===== config.mk =====
export PLATFORM = sky130hd
export DESIGN_NAME = wb_atomic_order_ctrl
export DESIGN_NICKNAME = d
export VERILOG_FILES = /design/src/rtl/wbao_pkg.sv /design/src/rtl/wbao_ctrl.sv /design/src/rtl/wbao_dpath.sv /design/src/rtl/wb_atomic_order_ctrl.sv
export SDC_FILE = /design/constraint.sdc
export NUM_CORES = 1
export LEC_CHECK = 0
export ABC_CLOCK_PERIOD_IN_PS = 8150
export BUFFER_PORTS_ARGS = -buffer_cell sky130_fd_sc_hd__buf_2
export CORE_MARGIN = 2
export CORE_UTILIZATION = 43
export DETAILED_ROUTE_END_ITERATION = 16
export GPL_TIMING_DRIVEN = 0
export HOLD_SLACK_MARGIN = 0.06
export PLACE_DENSITY = 0.59
export SYNTH_ARGS = -nofsm -noshare
export SYNTH_HDL_FRONTEND = slang
export SYNTH_SLANG_ARGS = --single-unit

===== constraint.sdc =====
create_clock -name clk -period 8.15 [get_ports clk]
set_input_delay 0.4075 -clock clk [delete_from_list [all_inputs] [get_ports clk]]
set_output_delay 0.4075 -clock clk [all_outputs]
set_load 0.05 [all_outputs]

===== src/rtl/wbao_pkg.sv =====
package wbao_pkg;

  typedef enum logic [1:0] {
    OP_READ   = 2'd0,
    OP_WRITE  = 2'd1,
    OP_ATOMIC = 2'd2
  } reqOp_e;

  typedef enum logic [2:0] {
    LN_I  = 3'd0,
    LN_V  = 3'd1,
    LN_M  = 3'd2,
    LN_W  = 3'd3,
    LN_WI = 3'd4
  } lineState_e;

  // strobes from control to datapath, one cycle each
  typedef struct packed {
    logic park;     // append selected upstream request to stall buffer
    logic pop;      // remove the replayed entry
    logic sleep;    // clear wake flags of entries matching selected address
    logic sendDir;  // load directory output register
    logic sendWb;   // load write-back output register
  } dpStrobe_t;

endpackage


===== src/rtl/wbao_ctrl.sv =====
module wbao_ctrl
  import wbao_pkg::*;
#(
  parameter int ADDR_W  = 2,
  parameter int ID_W    = 4,
  parameter int NUM_TBE = 2
) (
  input  logic                clk,
  input  logic                rstN,
  input  logic                wbEnable,
  input  logic                reqValid,
  input  logic [1:0]          reqOp,
  input  logic [ADDR_W-1:0]   reqAddr,
  input  logic [ID_W-1:0]     reqId,
  output logic                reqReady,
  input  logic                replayValid,
  input  logic [1:0]          replayOp,
  input  logic [ADDR_W-1:0]   replayAddr,
  input  logic [ID_W-1:0]     replayId,
  input  logic [(1<<ADDR_W)-1:0] pendLines,
  input  logic                bufFull,
  input  logic                dirBusy,
  input  logic                wbBusy,
  input  logic                ackValid,
  input  logic [ADDR_W-1:0]   ackAddr,
  output dpStrobe_t           strobe,
  output logic [1:0]          selOp,
  output logic [ADDR_W-1:0]   selAddr,
  output logic [ID_W-1:0]     selId
);

  localparam int NUM_LINES = 1 << ADDR_W;
  localparam int TBE_IDX_W = (NUM_TBE > 1) ? $clog2(NUM_TBE) : 1;

  lineState_e              lineState [NUM_LINES];
  logic [NUM_TBE-1:0]      tbeValid;
  logic [ADDR_W-1:0]       tbeAddr [NUM_TBE];

  logic                    tbeAvail;
  logic [TBE_IDX_W-1:0]    tbeFreeIdx;
  logic                    canProcess;
  logic                    useReplay;
  lineState_e              curState;
  logic                    blocked;
  logic                    isDirty;
  logic                    needTbe;
  logic                    go;
  logic                    lineWr;
  lineState_e              lineNext;
  logic                    allocTbe;
  logic [NUM_LINES-1:0]    isWi;

  // lowest free transaction entry
  always_comb begin
    tbeAvail   = 1'b0;
    tbeFreeIdx = '0;
    for (int t = NUM_TBE - 1; t >= 0; t--) begin
      if (!tbeValid[t]) begin
        tbeAvail   = 1'b1;
        tbeFreeIdx = TBE_IDX_W'(t);
      end
    end
  end

  // an acknowledgement owns the cycle; outputs must be free to launch work
  assign canProcess = !ackValid && !dirBusy && !wbBusy;
  assign useReplay  = replayValid;

  assign selOp   = useReplay ? replayOp   : reqOp;
  assign selAddr = useReplay ? replayAddr : reqAddr;
  assign selId   = useReplay ? replayId   : reqId;

  assign curState = lineState[selAddr];
  assign isDirty  = (curState == LN_M) || (curState == LN_W);
  assign blocked  = (curState == LN_WI) || (!useReplay && pendLines[selAddr]);
  assign needTbe  = !blocked && (selOp == OP_ATOMIC) && isDirty;

  assign reqReady = canProcess && !replayValid && !bufFull && tbeAvail;
  assign go = useReplay ? (canProcess && !(needTbe && !tbeAvail))
                        : (reqValid && reqReady);

  always_comb begin
    strobe   = '0;
    lineWr   = 1'b0;
    lineNext = curState;
    allocTbe = 1'b0;
    if (go) begin
      if (blocked) begin
        if (useReplay) strobe.sleep = 1'b1;
        else           strobe.park  = 1'b1;
      end else begin
        unique case (selOp)
          OP_ATOMIC: begin
            lineWr = 1'b1;
            if (isDirty) begin
              // flush first, hold the atomic until the ack wakes it
              strobe.sendWb = 1'b1;
              strobe.sleep  = 1'b1;
              strobe.park   = !useReplay;
              allocTbe      = 1'b1;
              lineNext      = LN_WI;
            end else begin
              strobe.sendDir = 1'b1;
              strobe.pop     = useReplay;
              lineNext       = LN_I;
            end
          end
          OP_WRITE: begin
            lineWr     = 1'b1;
            strobe.pop = useReplay;
            if (wbEnable) begin
              lineNext = (curState == LN_I) ? LN_W : LN_M;
            end else begin
              strobe.sendDir = 1'b1;
              lineNext       = LN_V;
            end
          end
          default: begin
            strobe.pop = useReplay;
            if (curState == LN_I) begin
              lineWr   = 1'b1;
              lineNext = LN_V;
            end
          end
        endcase
      end
    end
  end

  always_ff @(posedge clk) begin
    if (!rstN) begin
      for (int l = 0; l < NUM_LINES; l++) lineState[l] <= LN_I;
      tbeValid <= '0;
      for (int t = 0; t < NUM_TBE; t++) tbeAddr[t] <= '0;
    end else if (ackValid) begin
      if (lineState[ackAddr] == LN_WI) lineState[ackAddr] <= LN_I;
      for (int t = 0; t < NUM_TBE; t++) begin
        if (tbeValid[t] && (tbeAddr[t] == ackAddr)) tbeValid[t] <= 1'b0;
      end
    end else begin
      if (lineWr) lineState[selAddr] <= lineNext;
      if (allocTbe) begin
        tbeValid[tbeFreeIdx] <= 1'b1;
        tbeAddr[tbeFreeIdx]  <= selAddr;
      end
    end
  end

  always_comb begin
    for (int l = 0; l < NUM_LINES; l++) isWi[l] = (lineState[l] == LN_WI);
  end


  wb_enters_wi_chk: assert property (@(posedge clk) disable iff (!rstN)
    strobe.sendWb |=> (lineState[$past(selAddr)] == LN_WI));


  atomic_not_waiting_chk: assert property (@(posedge clk) disable iff (!rstN)
    (strobe.sendDir && selOp == OP_ATOMIC) |-> (lineState[selAddr] != LN_WI));


  tbe_tracks_wi_chk: assert property (@(posedge clk) disable iff (!rstN)
    $countones(tbeValid) == $countones(isWi));

endmodule


===== src/rtl/wbao_dpath.sv =====
module wbao_dpath
  import wbao_pkg::*;
#(
  parameter int ADDR_W      = 2,
  parameter int ID_W        = 4,
  parameter int STALL_DEPTH = 4
) (
  input  logic                   clk,
  input  logic                   rstN,
  input  dpStrobe_t              strobe,
  input  logic [1:0]             selOp,
  input  logic [ADDR_W-1:0]      selAddr,
  input  logic [ID_W-1:0]        selId,
  input  logic                   ackValid,
  input  logic [ADDR_W-1:0]      ackAddr,
  input  logic                   dirReady,
  input  logic                   wbReady,
  output logic                   replayValid,
  output logic [1:0]             replayOp,
  output logic [ADDR_W-1:0]      replayAddr,
  output logic [ID_W-1:0]        replayId,
  output logic [(1<<ADDR_W)-1:0] pendLines,
  output logic                   bufFull,
  output logic                   dirValid,
  output logic [1:0]             dirOp,
  output logic [ADDR_W-1:0]      dirAddr,
  output logic [ID_W-1:0]        dirId,
  output logic                   wbValid,
  output logic [ADDR_W-1:0]      wbAddr
);

  localparam int NUM_LINES = 1 << ADDR_W;
  localparam int IDX_W     = (STALL_DEPTH > 1) ? $clog2(STALL_DEPTH) : 1;
  localparam int CNT_W     = $clog2(STALL_DEPTH + 1);

  // entries are kept compacted; lower index means older
  logic                entValid [STALL_DEPTH];
  logic                entWoken [STALL_DEPTH];
  logic [1:0]          entOp    [STALL_DEPTH];
  logic [ADDR_W-1:0]   entAddr  [STALL_DEPTH];
  logic [ID_W-1:0]     entId    [STALL_DEPTH];
  logic [CNT_W-1:0]    count;
  logic [IDX_W-1:0]    replayIdx;

  assign bufFull = (count == CNT_W'(STALL_DEPTH));

  always_comb begin
    replayValid = 1'b0;
    replayIdx   = '0;
    for (int i = STALL_DEPTH - 1; i >= 0; i--) begin
      if (entValid[i] && entWoken[i]) begin
        replayValid = 1'b1;
        replayIdx   = IDX_W'(i);
      end
    end
  end

  assign replayOp   = entOp[replayIdx];
  assign replayAddr = entAddr[replayIdx];
  assign replayId   = entId[replayIdx];

  always_comb begin
    for (int l = 0; l < NUM_LINES; l++) begin
      pendLines[l] = 1'b0;
      for (int i = 0; i < STALL_DEPTH; i++) begin
        if (entValid[i] && (entAddr[i] == ADDR_W'(l))) pendLines[l] = 1'b1;
      end
    end
  end

  always_ff @(posedge clk) begin
    if (!rstN) begin
      for (int i = 0; i < STALL_DEPTH; i++) begin
        entValid[i] <= 1'b0;
        entWoken[i] <= 1'b0;
        entOp[i]    <= '0;
        entAddr[i]  <= '0;
        entId[i]    <= '0;
      end
      count <= '0;
    end else begin
      if (ackValid) begin
        for (int i = 0; i < STALL_DEPTH; i++) begin
          if (entValid[i] && (entAddr[i] == ackAddr)) entWoken[i] <= 1'b1;
        end
      end
      if (strobe.sleep) begin
        for (int i = 0; i < STALL_DEPTH; i++) begin
          if (entAddr[i] == selAddr) entWoken[i] <= 1'b0;
        end
      end
      if (strobe.pop) begin
        for (int i = 0; i < STALL_DEPTH; i++) begin
          if (i >= int'(replayIdx)) begin
            if (i < STALL_DEPTH - 1) begin
              entValid[i] <= entValid[i+1];
              entWoken[i] <= entWoken[i+1];
              entOp[i]    <= entOp[i+1];
              entAddr[i]  <= entAddr[i+1];
              entId[i]    <= entId[i+1];
            end else begin
              entValid[i] <= 1'b0;
              entWoken[i] <= 1'b0;
            end
          end
        end
        count <= count - 1'b1;
      end
      if (strobe.park) begin
        entValid[count[IDX_W-1:0]] <= 1'b1;
        entWoken[count[IDX_W-1:0]] <= 1'b0;
        entOp[count[IDX_W-1:0]]    <= selOp;
        entAddr[count[IDX_W-1:0]]  <= selAddr;
        entId[count[IDX_W-1:0]]    <= selId;
        count <= count + 1'b1;
      end
    end
  end

  always_ff @(posedge clk) begin
    if (!rstN) begin
      dirValid <= 1'b0;
      dirOp    <= '0;
      dirAddr  <= '0;
      dirId    <= '0;
    end else if (strobe.sendDir) begin
      dirValid <= 1'b1;
      dirOp    <= selOp;
      dirAddr  <= selAddr;
      dirId    <= selId;
    end else if (dirValid && dirReady) begin
      dirValid <= 1'b0;
    end
  end

  always_ff @(posedge clk) begin
    if (!rstN) begin
      wbValid <= 1'b0;
      wbAddr  <= '0;
    end else if (strobe.sendWb) begin
      wbValid <= 1'b1;
      wbAddr  <= selAddr;
    end else if (wbValid && wbReady) begin
      wbValid <= 1'b0;
    end
  end


  dir_hold_chk: assert property (@(posedge clk) disable iff (!rstN)
    (dirValid && !dirReady) |=> (dirValid && $stable(dirOp) &&
                                 $stable(dirAddr) && $stable(dirId)));


  wb_hold_chk: assert property (@(posedge clk) disable iff (!rstN)
    (wbValid && !wbReady) |=> (wbValid && $stable(wbAddr)));


  no_overflow_chk: assert property (@(posedge clk) disable iff (!rstN)
    bufFull |-> !strobe.park);


  pop_woken_chk: assert property (@(posedge clk) disable iff (!rstN)
    strobe.pop |-> replayValid);

endmodule


===== src/rtl/wb_atomic_order_ctrl.sv =====
module wb_atomic_order_ctrl
  import wbao_pkg::*;
#(
  parameter int ADDR_W      = 2,
  parameter int ID_W        = 4,
  parameter int STALL_DEPTH = 4,
  parameter int NUM_TBE     = 2
) (
  input  logic              clk,
  input  logic              rstN,
  input  logic              wbEnable,
  input  logic              reqValid,
  output logic              reqReady,
  input  logic [1:0]        reqOp,
  input  logic [ADDR_W-1:0] reqAddr,
  input  logic [ID_W-1:0]   reqId,
  output logic              wbValid,
  input  logic              wbReady,
  output logic [ADDR_W-1:0] wbAddr,
  input  logic              wbAckValid,
  input  logic [ADDR_W-1:0] wbAckAddr,
  output logic              dirValid,
  input  logic              dirReady,
  output logic [1:0]        dirOp,
  output logic [ADDR_W-1:0] dirAddr,
  output logic [ID_W-1:0]   dirId
);

  localparam int NUM_LINES = 1 << ADDR_W;

  dpStrobe_t             strobe;
  logic [1:0]            selOp;
  logic [ADDR_W-1:0]     selAddr;
  logic [ID_W-1:0]       selId;
  logic                  replayValid;
  logic [1:0]            replayOp;
  logic [ADDR_W-1:0]     replayAddr;
  logic [ID_W-1:0]       replayId;
  logic [NUM_LINES-1:0]  pendLines;
  logic                  bufFull;

  wbao_ctrl #(
    .ADDR_W (ADDR_W),
    .ID_W   (ID_W),
    .NUM_TBE(NUM_TBE)
  ) u_ctrl (
    .clk        (clk),
    .rstN       (rstN),
    .wbEnable   (wbEnable),
    .reqValid   (reqValid),
    .reqOp      (reqOp),
    .reqAddr    (reqAddr),
    .reqId      (reqId),
    .reqReady   (reqReady),
    .replayValid(replayValid),
    .replayOp   (replayOp),
    .replayAddr (replayAddr),
    .replayId   (replayId),
    .pendLines  (pendLines),
    .bufFull    (bufFull),
    .dirBusy    (dirValid),
    .wbBusy     (wbValid),
    .ackValid   (wbAckValid),
    .ackAddr    (wbAckAddr),
    .strobe     (strobe),
    .selOp      (selOp),
    .selAddr    (selAddr),
    .selId      (selId)
  );

  wbao_dpath #(
    .ADDR_W     (ADDR_W),
    .ID_W       (ID_W),
    .STALL_DEPTH(STALL_DEPTH)
  ) u_dpath (
    .clk        (clk),
    .rstN       (rstN),
    .strobe     (strobe),
    .selOp      (selOp),
    .selAddr    (selAddr),
    .selId      (selId),
    .ackValid   (wbAckValid),
    .ackAddr    (wbAckAddr),
    .dirReady   (dirReady),
    .wbReady    (wbReady),
    .replayValid(replayValid),
    .replayOp   (replayOp),
    .replayAddr (replayAddr),
    .replayId   (replayId),
    .pendLines  (pendLines),
    .bufFull    (bufFull),
    .dirValid   (dirValid),
    .dirOp      (dirOp),
    .dirAddr    (dirAddr),
    .dirId      (dirId),
    .wbValid    (wbValid),
    .wbAddr     (wbAddr)
  );

endmodule


==> summary.md, run 1 <==
| Metric | Value |
|---|---|
| Hold Fails Final Rpt | `0` |
| Slew HR | `47.3%` |
| Synthesized Nets | `553` |
| Mapped Cells | `533` |
| Routed wire per std cell | `18.5 microns` |
| TritonCTS Buffers | `9` |
| Ys Warns | `0` |
| Total track usage | `23.9%` |
| RSZ-0062 raised after global routing | `no` |
| Count of cell types in the netlist | `79` |
| Post-DP HPWL | `9700 microns` |
| Seq/Total Area, Yosys | `41.9%` |
| I/O Pins | `30` |
| Maximum Capacitance Violations | `0` |
| DIE HEIGHT | `108 microns` |
| Share of cells above drive strength 1 | `12.9%` |
| Max Slew Vio Count | `0` |
| Final Setup Violations | `0` |
| FP Rows | `37` |
| Setup crit start kind | `register` |
| Main combinational cell family by area after synthesis | `simple AND/OR/NAND/NOR gates` |
| Die width | `108 microns` |
| Highest Clock Rate | `0.208 GHz` |
| Die footprint | `11,600 sq um` |
| # hold bufs at CTS | `0` |
| Required time of the critical path | `8.43 ns` |
| Core ar. | `10,400 sq um` |
| Vias in the first global route | `3,886` |
| Antenna fix cells | `0` |
| Hold Crit Class | `in2reg` |
| # fillers | `1,026` |
| Port bufs | `26` |
| DR DRC count | `0` |
| Placed Area | `4940 sq um` |
| CTS max path bufs | `2` |
| Post-cts resize count | `0` |
| Power density cells | `170 nW/um^2` |
| DRT Pass-1 Iters | `6` |
| Top post-synthesis cells by area | `edfxtp_1 (31%), dfxtp_1 (11%), nand2_1 (7.9%)` |
| Post-synthesis simple-gate area fraction | `26.4%` |
| Clk slew on worst S/H paths | `0.08 ns` |
| Via count | `4,226` |
| Syn avg cell area | `8.70 sq um` |
| Final core occ | `49.6%` |
| Post-DRT Antenna Nets | `0` |
| Root buf cell | `clkbuf_8` |
| Tmin final | `4.81 ns` |
| Fin Hold WS | `0.297 ns` |
| Top-count cell post-synth | `nand2_1` |
| Area delta synth->final | `11.4%` |
| Nets | `590` |
| Setup bufs post-CTS | `0` |
| Setup TNS | `0 ns` |
| Setup Skew | `0.00870 ns` |
| Synth Area in Compound Gates | `20.2%` |
| Synth top cells by count | `nand2_1 (97), edfxtp_1 (48), nor2_1 (35)` |
| H-tree levels | `3` |
| Synth Cell Area | `4640 sq um` |
| Initial antenna violation count | `0` |
| Synth Register Bits | `73` |
| CP max FO | `10` |
| Worst EP arrival | `5.09 ns` |
| Mux cell area share after synthesis | `1.94%` |
| CTS tree | `built` |
| Number of synthesized flops with an enable pin | `48` |
| Power Total | `0.880 mW` |
| Clock Latency Late Sink | `0.36 ns` |
| First-pass GRT wire length | `20,900 microns` |
| Crit path capture type | `register` |
| Drt first-iter violations | `546` |
| Asr flop ratio synth | `0%` |
| Synth area leader | `edfxtp_1` |
| Synth Area in Adders | `0.971%` |
| Largest net degree at the start of global routing | `14` |
| Clk sinks | `73` |
| Worst Tran Pin Value | `0.784 ns` |
| Crit Path Class | `reg2reg` |
| Synth top area share | `31.1%` |
| VDD IR-drop max | `0.105 mV` |
| Leak Pwr | `1.95 nW` |
| Grt total ovfl | `0` |
| Status | `finished, final reports clean` |
| Vias per cell | `5.94` |
| Crit share post-route | `59.0%` |
| Routability Congestion | `0.951` |
| Synth Area in XOR/XNOR | `3.78%` |
| Final instance area | `5160 sq um` |
| Post-Route WL | `13,200 microns` |
| Dominant synthesized flop cell | `edfxtp_1` |
| Starting Density | `44.5%` |
## logic make-up after synthesis
logic type / Yosys count
adders and majority gates: 3
buffers and inverters: 56
DFF: 73
xor gates and xnor gates: 20
AOI/OAI and AO/OA: 130
muxes: 9
and+or+nand+nor: 242
## placed cells by master, fill, tap and decap left out, types with 8 or more instances in the layout
master,netlist,layout
nand2_1,97,97
edfxtp_1,48,48
buf_2,10,36
nor2_1,35,35
a21oi_1,25,25
dfxtp_1,25,25
clkbuf_1,24,24
nand3_1,23,23
o21ai_0,23,23
nor3_1,18,18
inv_1,17,17
o21ai_1,12,12
xnor2_1,12,12
and3_1,11,11
clkbuf_8,0,10
mux2i_1,9,9
xor2_1,8,8
## cell type report
| class | count | area [sq um] | share of cell area, % |
|---|---|---|---|
| Buffer | 39 | 163 | 3.15 |
| Clock buffer | 10 | 138 | 2.66 |
| Clock inverter | 6 | 88.8 | 1.72 |
| Inverter | 17 | 63.8 | 1.24 |
| Multi-Input combinational cell | 404 | 2470 | 47.8 |
| Sequential cell | 73 | 1940 | 37.6 |
| Tap cell | 136 | 170 | 3.29 |
| Timing Repair Buffer | 26 | 130 | 2.52 |
## per-layer routing
| layer | vias to the layer above | global-route usage [%] | wire, microns |
|---|---|---|---|
| met2 | 194 | 33.4 | 5480 |
| met1 | 1995 | 35.6 | 6340 |
| li1 | 2013 | - | - |
| met4 | 0 | 8.97 | 287 |
| met5 | - | 0 | 0 |
| met3 | 24 | 5.21 | 1050 |
## worst paths after layout
kind,cells after the start,to,slack (ns),startpoint
worst min-delay path,3,u_dpath.dirValid$_SDFFE_PN0P_,0.30,dirReady
worst max-delay path,18,u_dpath.entWoken[0]$_SDFFE_PP0P_,3.34,u_dpath.entValid[0]$_DFF_P_
worst min register to register,2,u_dpath.dirId[1]$_SDFFE_PN0P_,0.46,u_dpath.dirId[1]$_SDFFE_PN0P_
worst max register to register,18,u_dpath.entWoken[0]$_SDFFE_PP0P_,3.34,u_dpath.entValid[0]$_DFF_P_
## worst max-delay path: stages (launching register included)
cell and delay [ns]:
dfxtp_1 0.30, buf_2 0.17, and2_1 0.18, clkbuf_1 0.22, a21oi_1 0.47, nand2_1 0.19, clkbuf_1 0.26, nand2_1 0.13
nand3_1 0.08, nand3_1 0.08, a21boi_1 0.57, inv_1 0.17, ha_1 0.27, o21a_1 0.18, nor3_1 0.53, and3_1 0.23
clkbuf_1 0.35, nand2_1 0.10, a211oi_1 0.22
## state kept, by name, summed over array words and instances (netlist names)
signal            flops
u_dpath.entWoken      4
u_dpath.dirId         4
u_ctrl.tbeAddr        4
u_ctrl.lineState     12
u_dpath.wbAddr        2
u_dpath.count         3
u_dpath.dirValid      1
u_ctrl.tbeValid       2
u_dpath.dirAddr       2
u_dpath.entValid      4
u_dpath.entId        16
u_dpath.entOp         8
u_dpath.entAddr       8
u_dpath.dirOp         2
u_dpath.wbValid       1
## report_power, final
| group | leakage, nW | total, mW | internal, mW | switching, mW |
|---|---|---|---|---|
| logic | 1.14 | 0.134 | 0.0432 | 0.0904 |
| registers | 0.699 | 0.419 | 0.409 | 0.0105 |
| clock network | 0.111 | 0.327 | 0.181 | 0.146 |
## stage by stage
stage          setup WS [ns]  instances
2_1_floorplan           4.18        533
3_3_place_gp            3.54        695
3_5_place_dp            3.51        695
4_1_cts                 3.48        711
5_1_grt                 3.02        711
6_report                3.34        711
No activity file was read; power rests on OpenSTA's default activity.
==> run 2, diff against run 1 <==
--- a/config.mk
+++ b/config.mk
@@ -5,7 +5,7 @@
 export SDC_FILE = /design/constraint.sdc
 export NUM_CORES = 1
 export LEC_CHECK = 0
-export ABC_CLOCK_PERIOD_IN_PS = 8150
+export ABC_CLOCK_PERIOD_IN_PS = 4500
 export BUFFER_PORTS_ARGS = -buffer_cell sky130_fd_sc_hd__buf_2
 export CORE_MARGIN = 2
 export CORE_UTILIZATION = 43
==> constraint.sdc (replaced) <==
create_clock -name clk -period 4.5 [get_ports clk]
set_input_delay 0.225 -clock clk [delete_from_list [all_inputs] [get_ports clk]]
set_output_delay 0.225 -clock clk [all_outputs]
set_load 0.05 [all_outputs]
==> run 2 against run 1 <==
  * Sequential power up 81%
  * Non-clock buffer count down 1
  * Critical path depth shrank 2
  * Clock power grew 82%
  * Routed wire length is 0.72% higher
  * Cell count shrank 0.14%
  * Via count is 1.1% lower
  * Maximum frequency is 15% higher
  * Clock skew decreased by 0.0013 ns
  * Power is 82% higher
  * Hold slack got worse by 0.18 ns
==> summary.md, run 2 (synthesis gave the netlist of run 1 again) <==
| Metric | Value |
|---|---|
| Most flops, register | `u_dpath.entId` |
| Most frequent cells in the layout | `nand2_1 (97), edfxtp_1 (48), buf_2 (36)` |
| Worst setup endpoint | `u_dpath.entWoken[0]$_SDFFE_PP0P_` |
| Routability Congestion | `0.951` |
| Tmin final | `4.20 ns` |
| Share of cells above drive strength 1 | `13.8%` |
| Top Registers | `u_dpath.entId (16), u_ctrl.lineState (12)` |
| H-tree levels | `3` |
| Reg-to-reg slack, setup | `0.30 ns` |
| Clk slew on worst S/H paths | `0.08 ns` |
| Power density cells | `308 nW/um^2` |
| Die footprint | `11,600 sq um` |
| Grt total ovfl | `0` |
| CTS tree | `built` |
| VDD IR-drop max | `0.190 mV` |
| Core ar. | `10,400 sq um` |
| Clock Latency Late Sink | `0.37 ns` |
| I/O Pins | `30` |
| Clk sinks | `73` |
| Reg-to-Reg Start | `u_dpath.entValid[0]$_DFF_P_` |
| Post-DP HPWL | `9700 microns` |
| Slowest CP cell | `a311oi_1` |
| Met2 wire len | `5570 microns` |
| Worst EP arrival | `4.48 ns` |
| Crit share post-route | `93.2%` |
| Power Total | `1.60 mW` |
| Post-Route WL | `13,300 microns` |
| Crit path capture type | `register` |
| Slew HR | `47.4%` |
| # hold bufs at CTS | `0` |
| Routed wire per std cell | `18.7 microns` |
| DRT Pass-1 Iters | `5` |
| Hold_sp | `dirReady` |
| Setup TNS | `0 ns` |
| First-pass GRT wire length | `20,900 microns` |
| Leak Pwr | `1.96 nW` |
| R2R Path End | `u_dpath.entWoken[0]$_SDFFE_PP0P_` |
| CP Cell Sequence | `buf_2 > and2_1 > clkbuf_1 > a21oi_2 > nand2_1 > nand2_1 > nand3_1 > nand3_1 > a21boi_2 > inv_1 > ha_1 > o2111a_1 > a311oi_1 > nor4_1 > a21o_1 > a211oi_1` |
| DR DRC count | `0` |
| Total track usage | `23.9%` |
| Drt first-iter violations | `459` |
| Antenna fix cells | `0` |
| Delay-heaviest family, CP | `compound AO/OA/AOI/OAI gates` |
| Initial antenna violation count | `0` |
| RSZ-0062 raised after global routing | `no` |
| Max Slew Vio Count | `0` |
| # fillers | `1,024` |
| Root buf cell | `clkbuf_8` |
| Placed Area | `4940 sq um` |
| Maximum Capacitance Violations | `0` |
| Hold Crit Class | `in2reg` |
| CP bufs+invs | `3` |
| Crit Path Class | `reg2reg` |
| Vias per cell | `5.88` |
| Top sig layer | `met4` |
| Starting Density | `44.5%` |
| TritonCTS Buffers | `9` |
| Die width | `108 microns` |
| Setup crit start | `u_dpath.entValid[0]$_DFF_P_` |
| Max reg flops | `16` |
| Nets | `589` |
| Setup crit start kind | `register` |
| Setup Skew | `0.00745 ns` |
| Largest net degree at the start of global routing | `14` |
| Port bufs | `26` |
| Wire length on met1 | `6470 microns` |
| Post-DRT Antenna Nets | `0` |
| Worst Tran Pin Value | `0.789 ns` |
| Crit path depth | `16` |
| Area delta synth->final | `11.9%` |
| Worst-case reg-to-reg path depth | `16` |
| FP Rows | `37` |
| Met3 WL | `908 microns` |
| CP max FO | `12` |
| Via count | `4,178` |
| Required time of the critical path | `4.78 ns` |
| Status | `finished, final reports clean` |
| CTS max path bufs | `2` |
| Hold Fails Final Rpt | `0` |
| Final instance area | `5190 sq um` |
| Final Setup Violations | `0` |
| Commonest non-fill, non-tap cell in the layout | `nand2_1` |
| Highest Clock Rate | `0.238 GHz` |
| DIE HEIGHT | `108 microns` |
| Critical path's largest stage delay | `0.64 ns` |
| Vias in the first global route | `3,885` |
-- run 2: cell count changes in the layout (fill, tap and decap cells not counted), sizes merged --
cell,delta
clkbuf,-1
-- run 2: per-stage QoR --
stage	utilization [%]	setup slack, ns	instances	hold WS, ns
after floorplan	-	0.530	533	0.407
after global placement	47.4	-0.111	695	0.443
after detailed placement	47.4	-0.140	695	0.447
after CTS	49.7	0.0772	711	0.103
after global routing	49.8	0.00103	710	0.118
final	49.8	0.304	710	0.113
-- run 2: final cells by class --
class | instances | area (sq um) | share of cell area (%)
repair buffers | 26 | 130 | 2.51
plain buffers | 38 | 159 | 3.06
clock inverters | 6 | 88.8 | 1.71
inverters | 17 | 63.8 | 1.23
well taps | 136 | 170 | 3.28
flip-flops and latches | 73 | 1940 | 37.4
multi-input cells | 404 | 2500 | 48.1
clock buffers | 10 | 138 | 2.65
-- run 2: worst register-to-register path: cells and delay by family (launching register included) --
kind / cells / cell delay, ns
buffers and inverters: 3 / 0.54
AO/OA/AOI/OAI: 6 / 1.97
AND/OR/NAND/NOR: 6 / 1.06
flip-flops: 1 / 0.30
adder cells (fa/ha/maj): 1 / 0.25
-- run 2: report_power, final --
group / total, mW / switching (mW) / internal (mW)
sequential: 0.759 / 0.0190 / 0.740
clock: 0.594 / 0.266 / 0.328
combinational: 0.245 / 0.166 / 0.0794
total: 1.60 / 0.450 / 1.15
-- run 2: how the worst min path moves through the flow --
stage	to	depth (start not counted)
CTS	u_dpath.dirValid$_SDFFE_PN0P_	3
floorplan	u_dpath.dirValid$_SDFFE_PN0P_	2
finish	u_dpath.dirValid$_SDFFE_PN0P_	3
global placement	u_dpath.dirId[0]$_SDFFE_PN0P_	2
detailed placement	u_dpath.dirId[1]$_SDFFE_PN0P_	2
global route	u_dpath.dirValid$_SDFFE_PN0P_	3
-- run 2: routing by layer --
metal	track usage, %	up-vias
li1	-	2014
met1	35.7	1966
met2	33.4	177
met3	5.21	21
met4	8.97	0
met5	0	-
-- run 2: timing repair --
item	CTS	global route
gates cloned	0	0
setup endpoints to repair	42	76
setup buffers	0	0
gates resized for setup	2	4
==> run 3, diff against run 2 <==
--- a/config.mk
+++ b/config.mk
@@ -13,6 +13,7 @@
 export GPL_TIMING_DRIVEN = 0
 export HOLD_SLACK_MARGIN = 0.06
 export PLACE_DENSITY = 0.59
+export RECOVER_POWER = 100
 export SYNTH_ARGS = -nofsm -noshare
 export SYNTH_HDL_FRONTEND = slang
 export SYNTH_SLANG_ARGS = --single-unit
==> run 3 against run 2 <==
  * Clock skew is essentially flat
  * Sequential share of layout area is 0.11 points higher
  * Non-clock buffer count is the same
  * Global-route usage unchanged
  * Highest routed layer unchanged
==> summary.md, run 3 (synthesis gave the netlist of run 1 again) <==
| Metric | Value |
|---|---|
| Status | `finished, final reports clean` |
| CTS max path bufs | `2` |
| Port bufs | `26` |
| Top Registers | `u_dpath.entId (16), u_ctrl.lineState (12)` |
| Pre-CTS setup slack | `-0.140 ns` |
| Clk sinks | `73` |
| Hold Crit Class | `in2reg` |
| Routed wire per std cell | `18.6 microns` |
| P_sw | `0.447 mW` |
| Final instance area | `5170 sq um` |
| Setup crit start kind | `register` |
| FF/Latch Area | `1940 sq um` |
| VDD IR-drop max | `0.190 mV` |
| Pint | `1.15 mW` |
| Die width | `108 microns` |
| Post-Route WL | `13,200 microns` |
| Setup TNS | `0 ns` |
| Required time of the critical path | `4.78 ns` |
| Starting Density | `44.5%` |
| Area delta synth->final | `11.6%` |
| Gate power share | `15.3%` |
| Share of cells above drive strength 1 | `11.7%` |
| Final core occ | `49.7%` |
| Total track usage | `23.9%` |
| Antenna fix cells | `0` |
| H-tree levels | `3` |
| Most frequent cells in the layout | `nand2_1 (97), edfxtp_1 (48), clkbuf_1 (35), nor2_1 (35), dfxtp_1 (25)` |
| DIE HEIGHT | `108 microns` |
| Root buf cell | `clkbuf_8` |
| Highest Clock Rate | `0.239 GHz` |
| Hold Fails Final Rpt | `0` |
| Placed Area | `4940 sq um` |
| Max Slew Vio Count | `0` |
| First-pass GRT wire length | `20,900 microns` |
| Drt first-iter violations | `477` |
| Clock power frac | `37.0%` |
| Tmin final | `4.19 ns` |
| CP max FO | `12` |
| I/O Pins | `30` |
| Commonest non-fill, non-tap cell in the layout | `nand2_1` |
| DRT Pass-1 Iters | `5` |
| RSZ-0062 raised after global routing | `no` |
| Clock Latency Late Sink | `0.36 ns` |
| Most flops, register | `u_dpath.entId` |
| Power density cells | `308 nW/um^2` |
| Final WS setup | `0.308 ns` |
| Seq pwr share | `47.6%` |
| Final Setup Violations | `0` |
| CTS tree | `built` |
| Die footprint | `11,600 sq um` |
| TritonCTS Buffers | `9` |
| Via count | `4,222` |
| Largest net degree at the start of global routing | `14` |
| Core ar. | `10,400 sq um` |
| Leak Pwr | `1.91 nW` |
| Slew HR | `46.2%` |
| Worst EP arrival | `4.47 ns` |
| Initial antenna violation count | `0` |
| Maximum Capacitance Violations | `0` |
| Grt total ovfl | `0` |
| Crit path capture type | `register` |
| Area of the multi-input gates | `2500 sq um` |
| Worst Tran Pin Value | `0.801 ns` |
| Vias per cell | `5.95` |
| # fillers | `1,032` |
| DR DRC count | `0` |
| Post-DRT Antenna Nets | `0` |
| Vias in the first global route | `3,885` |
| Post-DP HPWL | `9700 microns` |
| Clk slew on worst S/H paths | `0.08 ns` |
| FP Rows | `37` |
| Crit share post-route | `93.2%` |
| Sw frac | `28.0%` |
| Routability Congestion | `0.951` |
| Fin Hold WS | `0.111 ns` |
| Crit Path Class | `reg2reg` |
| Max reg flops | `16` |
| Setup Skew | `0.00698 ns` |
| Nets | `589` |
[run 3: cell count changes in the layout (fill, tap and decap cells not counted), sizes merged]
cell    previous run  this run
buf               41        29
clkbuf            33        45
[run 3: path summary, 6_finish.rpt]
| kind | startpoint | to | slack (ns) | cells past startpoint |
|---|---|---|---|---|
| max | u_dpath.entValid[0]$_DFF_P_ | u_dpath.entWoken[0]$_SDFFE_PP0P_ | 0.31 | 16 |
| min | dirReady | u_dpath.dirValid$_SDFFE_PN0P_ | 0.11 | 3 |
| max reg2reg | u_dpath.entValid[0]$_DFF_P_ | u_dpath.entWoken[0]$_SDFFE_PP0P_ | 0.31 | 16 |
| min reg2reg | u_dpath.dirId[1]$_SDFFE_PN0P_ | u_dpath.dirId[1]$_SDFFE_PN0P_ | 0.46 | 2 |
[run 3: timing repair]
| action | CTS | global route |
|---|---|---|
| setup endpoints to repair | 42 | 76 |
| hold buffers | 0 | 0 |
| pin swaps | 0 | 0 |
| setup buffers | 0 | 0 |
| gates resized for setup | 2 | 4 |
[run 3: cell type report]
type / count / share of cell area (%)
multi-input combinational: 404 / 48.3
sequential: 73 / 37.5
tap: 136 / 3.29
buffer: 38 / 3.07
clock buffer: 10 / 2.66
timing repair buffer: 26 / 2.22
clock inverter: 6 / 1.72
inverter: 17 / 1.23
[run 3: per-stage QoR]
step	power, mW	std cells
floorplan	0.942	533
global placement	1.01	695
detailed placement	1.01	695
CTS	1.60	711
global route	1.65	710
finish	1.59	710
[run 3: per-layer routing]
| layer | GRT usage (%) | up-vias | wire length, microns |
|---|---|---|---|
| met5 | 0 | - | 0 |
| met4 | 8.97 | 0 | 299 |
| met3 | 5.21 | 23 | 925 |
| met2 | 33.4 | 193 | 5550 |
| met1 | 35.7 | 1995 | 6410 |
| li1 | - | 2011 | - |
[run 3: power by group through the flow]
stage / clock network (mW) / logic [mW] / registers [mW]
finish: 0.591 / 0.244 / 0.759
floorplan: 0 / 0.168 / 0.774
detailed placement: 0 / 0.236 / 0.774
CTS: 0.599 / 0.239 / 0.759
global placement: 0 / 0.235 / 0.773
global route: 0.622 / 0.266 / 0.763
[run 3: worst max-delay path, stage by stage (launching register included)]
cell and delay (ns):
dfxtp_1 0.30, buf_2 0.17, and2_1 0.18, clkbuf_1 0.23
a21oi_2 0.32, nand2_1 0.33, nand2_1 0.17, nand3_1 0.08
nand3_1 0.08, a21boi_2 0.39, inv_1 0.14, ha_1 0.25
o2111a_1 0.20, a311oi_1 0.65, nor4_1 0.18, a21o_1 0.20
a211oi_1 0.23
